## src/rtl/pd_pkg.sv

```systemverilog
`timescale 1ns/1ps
package pd_pkg;
  // Strobes decoded from the bit-cell phase counter.
  typedef struct packed {
    logic fall;   // slot at which the recovered clock goes low
    logic last;   // final slot of the cell
  } pd_tick_t;
endpackage

```

## src/rtl/pd_phase_gen.sv

```systemverilog
`timescale 1ns/1ps
module pd_phase_gen
  import pd_pkg::*;
#(
  parameter int HALF_SLOTS = 4
) (
  input  logic     clk,
  input  logic     rst_n,
  output pd_tick_t tick,
  output logic     rclk
);
  localparam int CELL = 2 * HALF_SLOTS;
  localparam int PW   = $clog2(CELL);
  localparam logic [PW-1:0] LAST_SLOT = PW'(CELL - 1);
  localparam logic [PW-1:0] FALL_SLOT = PW'(HALF_SLOTS);

  logic [PW-1:0] slot_q;

  always_ff @(posedge clk or negedge rst_n) begin
    if (!rst_n)                  slot_q <= '0;
    else if (slot_q == LAST_SLOT) slot_q <= '0;
    else                         slot_q <= slot_q + PW'(1);
  end

  // Both clock edges shape pulses, so the level is an exact half split.
  assign rclk      = (slot_q < FALL_SLOT);
  assign tick.fall = (slot_q == FALL_SLOT);
  assign tick.last = (slot_q == LAST_SLOT);

  assert_slot_range_R2: assert property (@(posedge clk) disable iff (!rst_n)
    slot_q <= LAST_SLOT) else $error("slot counter out of range");
endmodule

```

## src/rtl/pd_edge_sync.sv

```systemverilog
`timescale 1ns/1ps
module pd_edge_sync #(
  parameter int STAGES = 2
) (
  input  logic clk,
  input  logic rst_n,
  input  logic din,
  output logic rise
);
  logic [STAGES-1:0] chain_q;
  logic              prev_q;

  for (genvar i = 0; i < STAGES; i++) begin : g_stage
    if (i == 0) begin : g_first
      always_ff @(posedge clk or negedge rst_n) begin
        if (!rst_n) chain_q[0] <= 1'b0;
        else        chain_q[0] <= din;
      end
    end else begin : g_rest
      always_ff @(posedge clk or negedge rst_n) begin
        if (!rst_n) chain_q[i] <= 1'b0;
        else        chain_q[i] <= chain_q[i-1];
      end
    end
  end

  always_ff @(posedge clk or negedge rst_n) begin
    if (!rst_n) prev_q <= 1'b0;
    else        prev_q <= chain_q[STAGES-1];
  end

  // Only low-to-high transitions are timing events.
  assign rise = chain_q[STAGES-1] & ~prev_q;

  assert_rise_single_R4: assert property (@(posedge clk) disable iff (!rst_n)
    rise |=> !rise) else $error("edge strobe longer than one slot");
endmodule

```

## src/rtl/pd_pulse_shaper.sv

```systemverilog
`timescale 1ns/1ps
module pd_pulse_shaper
  import pd_pkg::*;
(
  input  logic     clk,
  input  logic     rst_n,
  input  logic     data_rise,
  input  pd_tick_t tick,
  input  logic     rclk,
  output logic     up_now,
  output logic     dn_now
);
  logic up_hold_q;   // up level continues into following slots
  logic dn_arm_q;    // a reference pulse is owed at the next falling edge
  logic dn_run_q;    // reference pulse continues into following slots

  // Up: from the data edge until the cell closes at the next rising edge.
  assign up_now = data_rise | up_hold_q;
  // Down: starts only on the falling edge, runs to the next rising edge.
  assign dn_now = (tick.fall & (dn_arm_q | data_rise)) | dn_run_q;

  always_ff @(posedge clk or negedge rst_n) begin
    if (!rst_n) begin
      up_hold_q <= 1'b0;
      dn_arm_q  <= 1'b0;
      dn_run_q  <= 1'b0;
    end else begin
      up_hold_q <= up_now & ~tick.last;
      dn_run_q  <= dn_now & ~tick.last;
      // Edges that arm before one falling edge merge into one pulse.
      dn_arm_q  <= (dn_arm_q | data_rise) & ~tick.fall;
    end
  end

  assert_dn_low_half_R5: assert property (@(posedge clk) disable iff (!rst_n)
    dn_now |-> !rclk) else $error("pump-down outside low half of cell");
endmodule

```

## src/rtl/pd_error_acc.sv

```systemverilog
`timescale 1ns/1ps
module pd_error_acc #(
  parameter int HALF_SLOTS = 4,
  parameter int ERR_W      = 5
) (
  input  logic                    clk,
  input  logic                    rst_n,
  input  logic                    up_now,
  input  logic                    dn_now,
  input  logic                    cell_last,
  input  logic                    rd_en,
  output logic                    err_valid,
  output logic signed [ERR_W-1:0] err_value
);
  localparam logic signed [ERR_W-1:0] STEP_UP = ERR_W'(1);
  localparam logic signed [ERR_W-1:0] STEP_DN = -STEP_UP;

  logic signed [ERR_W-1:0] acc_q, step, sum;

  always_comb begin
    step = '0;
    if (up_now && !dn_now)      step = STEP_UP;
    else if (dn_now && !up_now) step = STEP_DN;
    sum = acc_q + step;
  end

  always_ff @(posedge clk or negedge rst_n) begin
    if (!rst_n) begin
      acc_q     <= '0;
      err_valid <= 1'b0;
      err_value <= '0;
    end else if (cell_last) begin
      acc_q     <= '0;
      err_value <= sum;
      err_valid <= rd_en;
    end else begin
      acc_q     <= sum;
      err_valid <= 1'b0;
    end
  end

  assert_err_bounds_R7: assert property (@(posedge clk) disable iff (!rst_n)
    err_valid |-> (int'(err_value) >= -HALF_SLOTS && int'(err_value) <= 2 * HALF_SLOTS))
    else $error("per-cell error out of range");
endmodule

```

## src/rtl/pd_data_phase_det.sv

```systemverilog
`timescale 1ns/1ps
module pd_data_phase_det
  import pd_pkg::*;
#(
  parameter int  HALF_SLOTS  = 4,
  parameter int  SYNC_STAGES = 2,
  localparam int ERR_W       = $clog2(2 * HALF_SLOTS) + 2
) (
  input  logic                    clk,
  input  logic                    rst_n,
  input  logic                    raw_data,
  input  logic                    rd_en,
  input  logic                    ref_up,
  input  logic                    ref_dn,
  output logic                    pump_up,
  output logic                    pump_dn,
  output logic                    rclk,
  output logic                    err_valid,
  output logic signed [ERR_W-1:0] err_value
);
  pd_tick_t tick;
  logic     data_rise, up_now, dn_now;

  pd_phase_gen #(.HALF_SLOTS(HALF_SLOTS)) u_phase (
    .clk(clk), .rst_n(rst_n), .tick(tick), .rclk(rclk)
  );

  pd_edge_sync #(.STAGES(SYNC_STAGES)) u_sync (
    .clk(clk), .rst_n(rst_n), .din(raw_data), .rise(data_rise)
  );

  pd_pulse_shaper u_shape (
    .clk(clk), .rst_n(rst_n), .data_rise(data_rise), .tick(tick),
    .rclk(rclk), .up_now(up_now), .dn_now(dn_now)
  );

  pd_error_acc #(.HALF_SLOTS(HALF_SLOTS), .ERR_W(ERR_W)) u_err (
    .clk(clk), .rst_n(rst_n), .up_now(up_now), .dn_now(dn_now),
    .cell_last(tick.last), .rd_en(rd_en),
    .err_valid(err_valid), .err_value(err_value)
  );

  // Mode multiplexer, registered so the pump pins are glitch free.
  always_ff @(posedge clk or negedge rst_n) begin
    if (!rst_n) begin
      pump_up <= 1'b0;
      pump_dn <= 1'b0;
    end else if (rd_en) begin
      pump_up <= up_now;
      pump_dn <= dn_now;
    end else begin
      pump_up <= ref_up;
      pump_dn <= ref_dn;
    end
  end

  assert_valid_at_rise_R7: assert property (@(posedge clk) disable iff (!rst_n)
    err_valid |-> rclk) else $error("error reported away from slot 0");

  assert_ref_mode_quiet_R8: assert property (@(posedge clk) disable iff (!rst_n)
    err_valid |-> $past(rd_en)) else $error("error reported in reference mode");
endmodule

```

## config.mk

```make
export PLATFORM = sky130hd
export DESIGN_NAME = pd_data_phase_det
export DESIGN_NICKNAME = d
export VERILOG_FILES = /design/src/rtl/pd_pkg.sv /design/src/rtl/pd_phase_gen.sv /design/src/rtl/pd_edge_sync.sv /design/src/rtl/pd_pulse_shaper.sv /design/src/rtl/pd_error_acc.sv /design/src/rtl/pd_data_phase_det.sv
export SDC_FILE = /design/constraint.sdc
export NUM_CORES = 1
export LEC_CHECK = 0
export ABC_AREA = 1
export CAP_MARGIN = 20
export CORE_MARGIN = 1
export CORE_UTILIZATION = 52
export CTS_CLUSTER_SIZE = 8
export DETAILED_ROUTE_END_ITERATION = 16
export PLACE_DENSITY = 0.87
export SLEW_MARGIN = 20
export SYNTH_ARGS = -nofsm -noshare
export SYNTH_HDL_FRONTEND = slang
export SYNTH_HIERARCHICAL = 1
export SYNTH_SLANG_ARGS = --single-unit
```

## constraint.sdc

```tcl
create_clock -name clk -period 2.8 [get_ports clk]
set_clock_uncertainty 0.1 [all_clocks]
set_input_delay 0.56 -clock clk [delete_from_list [all_inputs] [get_ports clk]]
set_output_delay 0.56 -clock clk [all_outputs]
set_load 0.01 [all_outputs]
```

==> flow_summary.json, run 1 <==
{
  "cts.reportedPaths.clkPinSlew_ns": 0.11,
  "initial_utilization_pct": 58.3,
  "critical_path.n_buffers_inverters": 4,
  "net_count_after_synthesis": 130,
  "final-max-slew-violation-count": 0,
  "arrival_ns": 2.47,
  "total_neg_setup_slack_ns": 0,
  "cp_cell_sequence": "inv_1 > ha_1 > nand2_1 > inv_1 > o21ai_2 > nand2_1 > ha_1 > nand2_1 > inv_2 > nor2_4 > ha_1 > inv_1 > nand2_1 > nand3_2 > nand3_1 > nand3_1 > nand2_1",
  "floorplan.die.height_microns": 46.9,
  "grt-ovfl-total": 0,
  "dp.final_hpwl_mm": 1.22,
  "drv.max_cap_violation_count": 0,
  "power.density_cell_area_mw_per_mm2": 545,
  "timing.slew.headroom_pct": 68.1,
  "grt_pass1_wl_mm": 2.64,
  "grt_use_total_pct": 17.5,
  "timing.critical_path.slowest_stage_cell": "sky130_fd_sc_hd__dfrtp_1",
  "synth_sequential_area_ratio_pct": 52.4,
  "timing.final.crit_period_ns": 2.38,
  "cpMostUsedCell": "sky130_fd_sc_hd__nand2_1",
  "cts_tree": "built",
  "synthesis.instances": 117,
  "post_synth.cell_area_avg_sq_um": 8.97,
  "cts_buffers": 3,
  "ports_placed_on_the_boundary": 15,
  "cts_sinks": 22,
  "layout_worst_path_cycle_share_pct": 85.0,
  "grt_antenna_before_repair": 0,
  "holdCritStartpoint": "u_sync/chain_q[0]",
  "status": "completed",
  "clock_latency_ns": 0.29,
  "worst_hold_path_type": "flop to flop",
  "post_cts.repair.setup_buffers": 0,
  "die_x_microns": 46.9,
  "via_count": 726,
  "gp_congestion": 0.868,
  "worst-setup-path-type": "flop to flop",
  "critPathMaxFanout": 7,
  "drive_gt1_share_pct": 12.0,
  "reg2reg_from": "u_phase/slot_q[0]",
  "vdd_drop_max_mv": 0.393,
  "worst_setup_path_startpoint": "u_phase/slot_q[0]",
  "grt_start_max_net_pins": 23,
  "crit_path_end_kind": "flop",
  "grt_pass1_vias": 667,
  "pre_cts_worst_setup_slack_ns": 0.424,
  "grt_setup_unrepaired": "false",
  "area_of_the_mapped_netlist_sq_mm": 0.00105,
  "drc": 0,
  "worst-slew-pin-transition_ns": 0.478,
  "fillerInstances": 160,
  "final_cell_mix": "sky130_fd_sc_hd__nand2_1, sky130_fd_sc_hd__inv_1, sky130_fd_sc_hd__dfrtp_1",
  "final_number_of_hold_violating_endpoints": 0,
  "avgViaCountPerCell": 4.59,
  "drt_first_iter_violations": 11,
  "h-tree-depth": 1,
  "fp.dieArea_sq_mm": 0.00220,
  "static-leakage-power_uw": 0.000668,
  "timing.fmax_mhz": 420,
  "layout.nets": 148,
  "critical_path.top_delay_family": "simple AND/OR/NAND/NOR gates",
  "routedWlPerCell_microns": 10.3,
  "core.rowCount": 15,
  "num_antenna_cells": 0,
  "max-clock-path-buffers": 2,
  "final_setup_violations": 0,
  "cts_hold_buf": 0,
  "drt_first_pass_iters": 4,
  "required_ns": 2.89,
  "count_of_cell_types_in_the_netlist": 19,
  "antenna_left": 0,
  "clock_tree.root_cell": "sky130_fd_sc_hd__clkbuf_4",
  "finalWorstSetupSlack_ns": 0.420,
  "crit_path_start_kind": "flop",
  "port_buffers": 14,
  "postSynthRegisterBits": 22,
  "core_region_area_sq_mm": 0.00180,
  "critPathMaxStageDelay_ns": 0.41,
  "relative_area_change_from_synthesis_to_final_layout_pct": 17.6,
  "final_common_cell": "sky130_fd_sc_hd__nand2_1",
  "postRouteWirelength_mm": 1.62,
  "worst_setup_slack_for_register_to_register_paths_ns": 0.42,
  "synthesis.yosys.warnings": 6,
  "cts.repair.resized": 0
}
-- final timing paths --
path	end	cells past startpoint
worst max-delay path	u_err/err_value[4]	17
worst min-delay path	u_sync/chain_q[1]	0
worst max register to register	u_err/err_value[4]	17
worst min register to register	u_sync/chain_q[1]	0
max in group asynchronous	u_err/err_value[2]	2
min in group asynchronous	u_err/err_value[1]	2
-- worst reg2reg max path, cell delays in order, from the launching register on --
cell,delay (ns)
sky130_fd_sc_hd__dfrtp_1,0.41
sky130_fd_sc_hd__inv_1,0.06
sky130_fd_sc_hd__ha_1,0.13
sky130_fd_sc_hd__nand2_1,0.05
sky130_fd_sc_hd__inv_1,0.08
sky130_fd_sc_hd__o21ai_2,0.07
sky130_fd_sc_hd__nand2_1,0.10
sky130_fd_sc_hd__ha_1,0.34
sky130_fd_sc_hd__nand2_1,0.15
sky130_fd_sc_hd__inv_2,0.11
sky130_fd_sc_hd__nor2_4,0.04
sky130_fd_sc_hd__ha_1,0.19
sky130_fd_sc_hd__inv_1,0.05
sky130_fd_sc_hd__nand2_1,0.08
sky130_fd_sc_hd__nand3_2,0.10
sky130_fd_sc_hd__nand3_1,0.08
sky130_fd_sc_hd__nand3_1,0.09
sky130_fd_sc_hd__nand2_1,0.06
-- per-stage QoR --
stage	cells	hold slack (ns)	utilization, %	power [uW]	cell area [sq um]
2_1_floorplan	117	0.164	-	445	1050
3_3_place_gp	155	0.238	67.3	543	1210
3_5_place_dp	155	0.252	67.3	546	1210
4_1_cts	158	0.279	68.5	684	1230
5_1_grt	158	0.289	68.5	711	1230
6_report	158	0.270	68.5	673	1230
-- flip-flops by register name, summed over array words and instances (netlist names), 2 cells and up --
register / count
u_err/err_value: 5
u_phase/slot_q: 3
u_err/acc_q: 5
u_sync/chain_q: 2
-- power by group --
part | total [uW] | internal (uW) | switching [uW]
registers | 381 | 361 | 20.1
clock network | 135 | 50.0 | 85.4
logic | 157 | 91.1 | 65.5
total | 673 | 502 | 171
-- final cells by class --
type	instances	area (sq um)	share of cell area [%]
multi-input combinational	69	393	31.8
tap	25	31.3	2.53
timing repair buffer	15	148	12.0
inverter	24	90.1	7.29
sequential	22	551	44.6
clock buffer	3	22.5	1.82
-- routing by layer --
layer  GRT usage (%)  vias to the layer above  wire length [microns]
met1            23.0                      334                    775
met3            2.69                        2                     31
met4            10.3                        0                     12
met5               0                        -                      0
li1                -                      380                      -
met2            27.5                       10                    800
-- logic make-up (layout without fill, tap and decap cells) --
logic type,Yosys count,count (layout),synth area share (%)
flops,22,22,52.4
compound gates,9,9,5.72
buf+inv,26,42,10.1
simple gates,51,51,21.7
xor+xnor,2,2,1.67
fa+ha+maj,7,7,8.34
-- Yosys cell counts --
cell type	instances	area (sq um)
sky130_fd_sc_hd__a21oi_2	2	17.5
sky130_fd_sc_hd__buf_2	1	5.00
sky130_fd_sc_hd__buf_6	1	11.3
sky130_fd_sc_hd__dfrtp_1	22	551
sky130_fd_sc_hd__ha_1	7	87.6
sky130_fd_sc_hd__inv_1	22	82.6
sky130_fd_sc_hd__inv_2	2	7.51
sky130_fd_sc_hd__nand2_1	30	113
sky130_fd_sc_hd__nand2_2	1	6.26
sky130_fd_sc_hd__nand3_1	6	30.0
sky130_fd_sc_hd__nand3_2	1	10.0
sky130_fd_sc_hd__nor2_1	9	33.8
sky130_fd_sc_hd__nor2_2	2	12.5
sky130_fd_sc_hd__nor2_4	2	22.5
sky130_fd_sc_hd__o21ai_0	2	10.0
sky130_fd_sc_hd__o21ai_1	3	15.0
sky130_fd_sc_hd__o21ai_2	2	17.5
sky130_fd_sc_hd__xnor2_1	1	8.76
sky130_fd_sc_hd__xor2_1	1	8.76
Note: power is estimated with default switching activity, not from simulation.
==> run 2: changes to the inputs <==
--- a/config.mk
+++ b/config.mk
@@ -7,7 +7,7 @@
 export LEC_CHECK = 0
 export ABC_AREA = 1
 export CAP_MARGIN = 20
-export CORE_MARGIN = 1
+export CORE_MARGIN = 2
 export CORE_UTILIZATION = 52
 export CTS_CLUSTER_SIZE = 8
 export DETAILED_ROUTE_END_ITERATION = 16
==> run 2 against run 1 <==
Against the previous run: critical endpoint unchanged; hold slack worse by 0.0044 ns; setup slack worse by 0.037 ns; clock-buffer cell count stayed put; wire length is 5.1% higher; register-to-register slack worse by 0.04 ns; clock power hardly changed; critical path type unchanged; non-clock buffer count stayed put; global-route usage is 1.5 points lower; cell count is 1.3% higher; die area is 8.7% higher.
==> flow_summary.json, run 2 (synthesis gave the netlist of run 1 again) <==
{
  "status": "completed",
  "static-leakage-power_uw": 0.000668,
  "drc": 0,
  "layout_top_registers": "u_err/acc_q: 5 flops, u_err/err_value: 5 flops, u_phase/slot_q: 3 flops",
  "grt_use_total_pct": 16.0,
  "initial_utilization_pct": 54.1,
  "finalCoreUtilization_pct": 63.7,
  "cp_cell_sequence": "inv_1 > ha_1 > nand2_1 > inv_1 > o21ai_2 > nand2_1 > ha_1 > nand2_1 > inv_2 > nor2_4 > ha_1 > inv_1 > nand2_1 > nand3_2 > nand3_1 > nand3_1 > nand2_1",
  "grt_pass1_vias": 736,
  "fillerInstances": 162,
  "cts_buffers": 3,
  "grt_most_used_layer": "met2",
  "critPathMaxFanout": 7,
  "final_common_cell": "sky130_fd_sc_hd__nand2_1",
  "port_buffers": 14,
  "fp.dieArea_sq_mm": 0.00239,
  "clock_tree.root_cell": "sky130_fd_sc_hd__clkbuf_4",
  "drt_first_pass_iters": 4,
  "critical_path.top_delay_family": "simple AND/OR/NAND/NOR gates",
  "grt.met1_usage_pct": 19.1,
  "routedWlPerCell_microns": 10.6,
  "timing.slew.headroom_pct": 67.6,
  "power.density_cell_area_mw_per_mm2": 545,
  "grt_antenna_before_repair": 0,
  "crit_path_start_kind": "flop",
  "max-clock-path-buffers": 2,
  "cts.repair.resized": 0,
  "cts_hold_buf": 0,
  "final.hold.worst_slack_ns": 0.266,
  "grt_setup_unrepaired": "false",
  "core.rowCount": 16,
  "gp_congestion": 0.789,
  "arrival_ns": 2.52,
  "crit_path_end_kind": "flop",
  "num_antenna_cells": 0,
  "clock_latency_ns": 0.30,
  "ports_placed_on_the_boundary": 15,
  "layout_worst_path_cycle_share_pct": 86.3,
  "drv.max_cap_violation_count": 0,
  "total_neg_setup_slack_ns": 0,
  "grt_use_met2_pct": 28.1,
  "antenna_left": 0,
  "cts.reportedPaths.clkPinSlew_ns": 0.11,
  "final_number_of_hold_violating_endpoints": 0,
  "h-tree-depth": 1,
  "switching_power_uw": 173,
  "final_cell_mix": "sky130_fd_sc_hd__nand2_1, sky130_fd_sc_hd__inv_1, sky130_fd_sc_hd__dfrtp_1",
  "grt-ovfl-total": 0,
  "timing.fmax_mhz": 414,
  "required_ns": 2.90,
  "grt.met3_usage_pct": 3.07,
  "worst-slew-pin-transition_ns": 0.486,
  "pwr-share-comb_pct": 23.1,
  "post_cts.repair.setup_buffers": 0,
  "cpMostUsedCell": "sky130_fd_sc_hd__nand2_1",
  "drive_gt1_share_pct": 12.0,
  "final-max-slew-violation-count": 0,
  "die_x_microns": 48.9,
  "drt_first_iter_violations": 17,
  "cell_internal_pwr_uw": 502,
  "vdd_drop_max_mv": 0.397,
  "timing.final.crit_period_ns": 2.42,
  "critPathMaxStageDelay_ns": 0.42,
  "layout.nets": 148,
  "grt_pass1_wl_mm": 2.94,
  "place_inst": 157,
  "pre_cts_worst_setup_slack_ns": 0.397,
  "postRouteWirelength_mm": 1.70,
  "relative_area_change_from_synthesis_to_final_layout_pct": 17.9,
  "critical_path.n_buffers_inverters": 4,
  "final_setup_violations": 0,
  "floorplan.die.height_microns": 48.9,
  "core_region_area_sq_mm": 0.00194,
  "cts_sinks": 22,
  "worst-setup-path-type": "flop to flop",
  "dp.final_hpwl_mm": 1.31,
  "power.sequential.fraction_pct": 56.5,
  "timing.critical_path.slowest_stage_cell": "sky130_fd_sc_hd__dfrtp_1",
  "final_cells": 160,
  "cts_tree": "built",
  "avgViaCountPerCell": 4.62,
  "finalWorstSetupSlack_ns": 0.383,
  "worst_hold_path_type": "flop to flop",
  "clock_power_share_pct": 20.4,
  "sw_frac_of_total_pct": 25.6,
  "grt_start_max_net_pins": 23,
  "via_count": 739
}
## run 2: worst reg2reg max path, cell delays in order (launching register included)
cell	delay [ns]
sky130_fd_sc_hd__dfrtp_1	0.42
sky130_fd_sc_hd__inv_1	0.07
sky130_fd_sc_hd__ha_1	0.15
sky130_fd_sc_hd__nand2_1	0.05
sky130_fd_sc_hd__inv_1	0.08
sky130_fd_sc_hd__o21ai_2	0.07
sky130_fd_sc_hd__nand2_1	0.10
sky130_fd_sc_hd__ha_1	0.35
sky130_fd_sc_hd__nand2_1	0.14
sky130_fd_sc_hd__inv_2	0.11
sky130_fd_sc_hd__nor2_4	0.04
sky130_fd_sc_hd__ha_1	0.19
sky130_fd_sc_hd__inv_1	0.05
sky130_fd_sc_hd__nand2_1	0.09
sky130_fd_sc_hd__nand3_2	0.09
sky130_fd_sc_hd__nand3_1	0.09
sky130_fd_sc_hd__nand3_1	0.09
sky130_fd_sc_hd__nand2_1	0.05
## run 2: power groups by stage
stage / Clock [uW] / Sequential, uW / Combinational (uW)
after floorplan: 0 / 407 / 38.6
after global placement: 0 / 386 / 155
after CTS: 144 / 381 / 159
after detailed placement: 0 / 388 / 158
after global routing: 156 / 388 / 170
final: 137 / 381 / 156
## run 2: metal layers
layer	wire, microns	share of wire [%]	vias to the layer above
li1	-	-	384
met1	786	46	348
met2	880	52	7
met3	36	2.1	0
met4	0	0	0
met5	0	0	-
## run 2: final timing paths
check	from	endpoint	slack, ns	cells after the start
worst max-delay path	u_phase/slot_q[0]	u_err/err_value[4]	0.38	17
worst min-delay path	u_sync/chain_q[0]	u_sync/chain_q[1]	0.27	0
worst max register to register	u_phase/slot_q[0]	u_err/err_value[4]	0.38	17
worst min register to register	u_sync/chain_q[0]	u_sync/chain_q[1]	0.27	0
max in group asynchronous	rst_n	pump_up	1.90	2
min in group asynchronous	rst_n	u_err/err_value[3]	0.49	2
## run 2: stage by stage
| step | power, uW | area, sq um |
|---|---|---|
| finish | 675 | 1240 |
| global route | 715 | 1240 |
| CTS | 684 | 1240 |
| detailed placement | 546 | 1210 |
| global placement | 541 | 1210 |
| floorplan | 445 | 1050 |
## run 2: area by class of cell
type	instances	area (sq um)	area share [%]
multi-input cells	69	393	31.7
well taps	27	33.8	2.73
clock buffers	3	22.5	1.82
flip-flops and latches	22	551	44.5
inverters	24	90.1	7.28
repair buffers	15	148	11.9
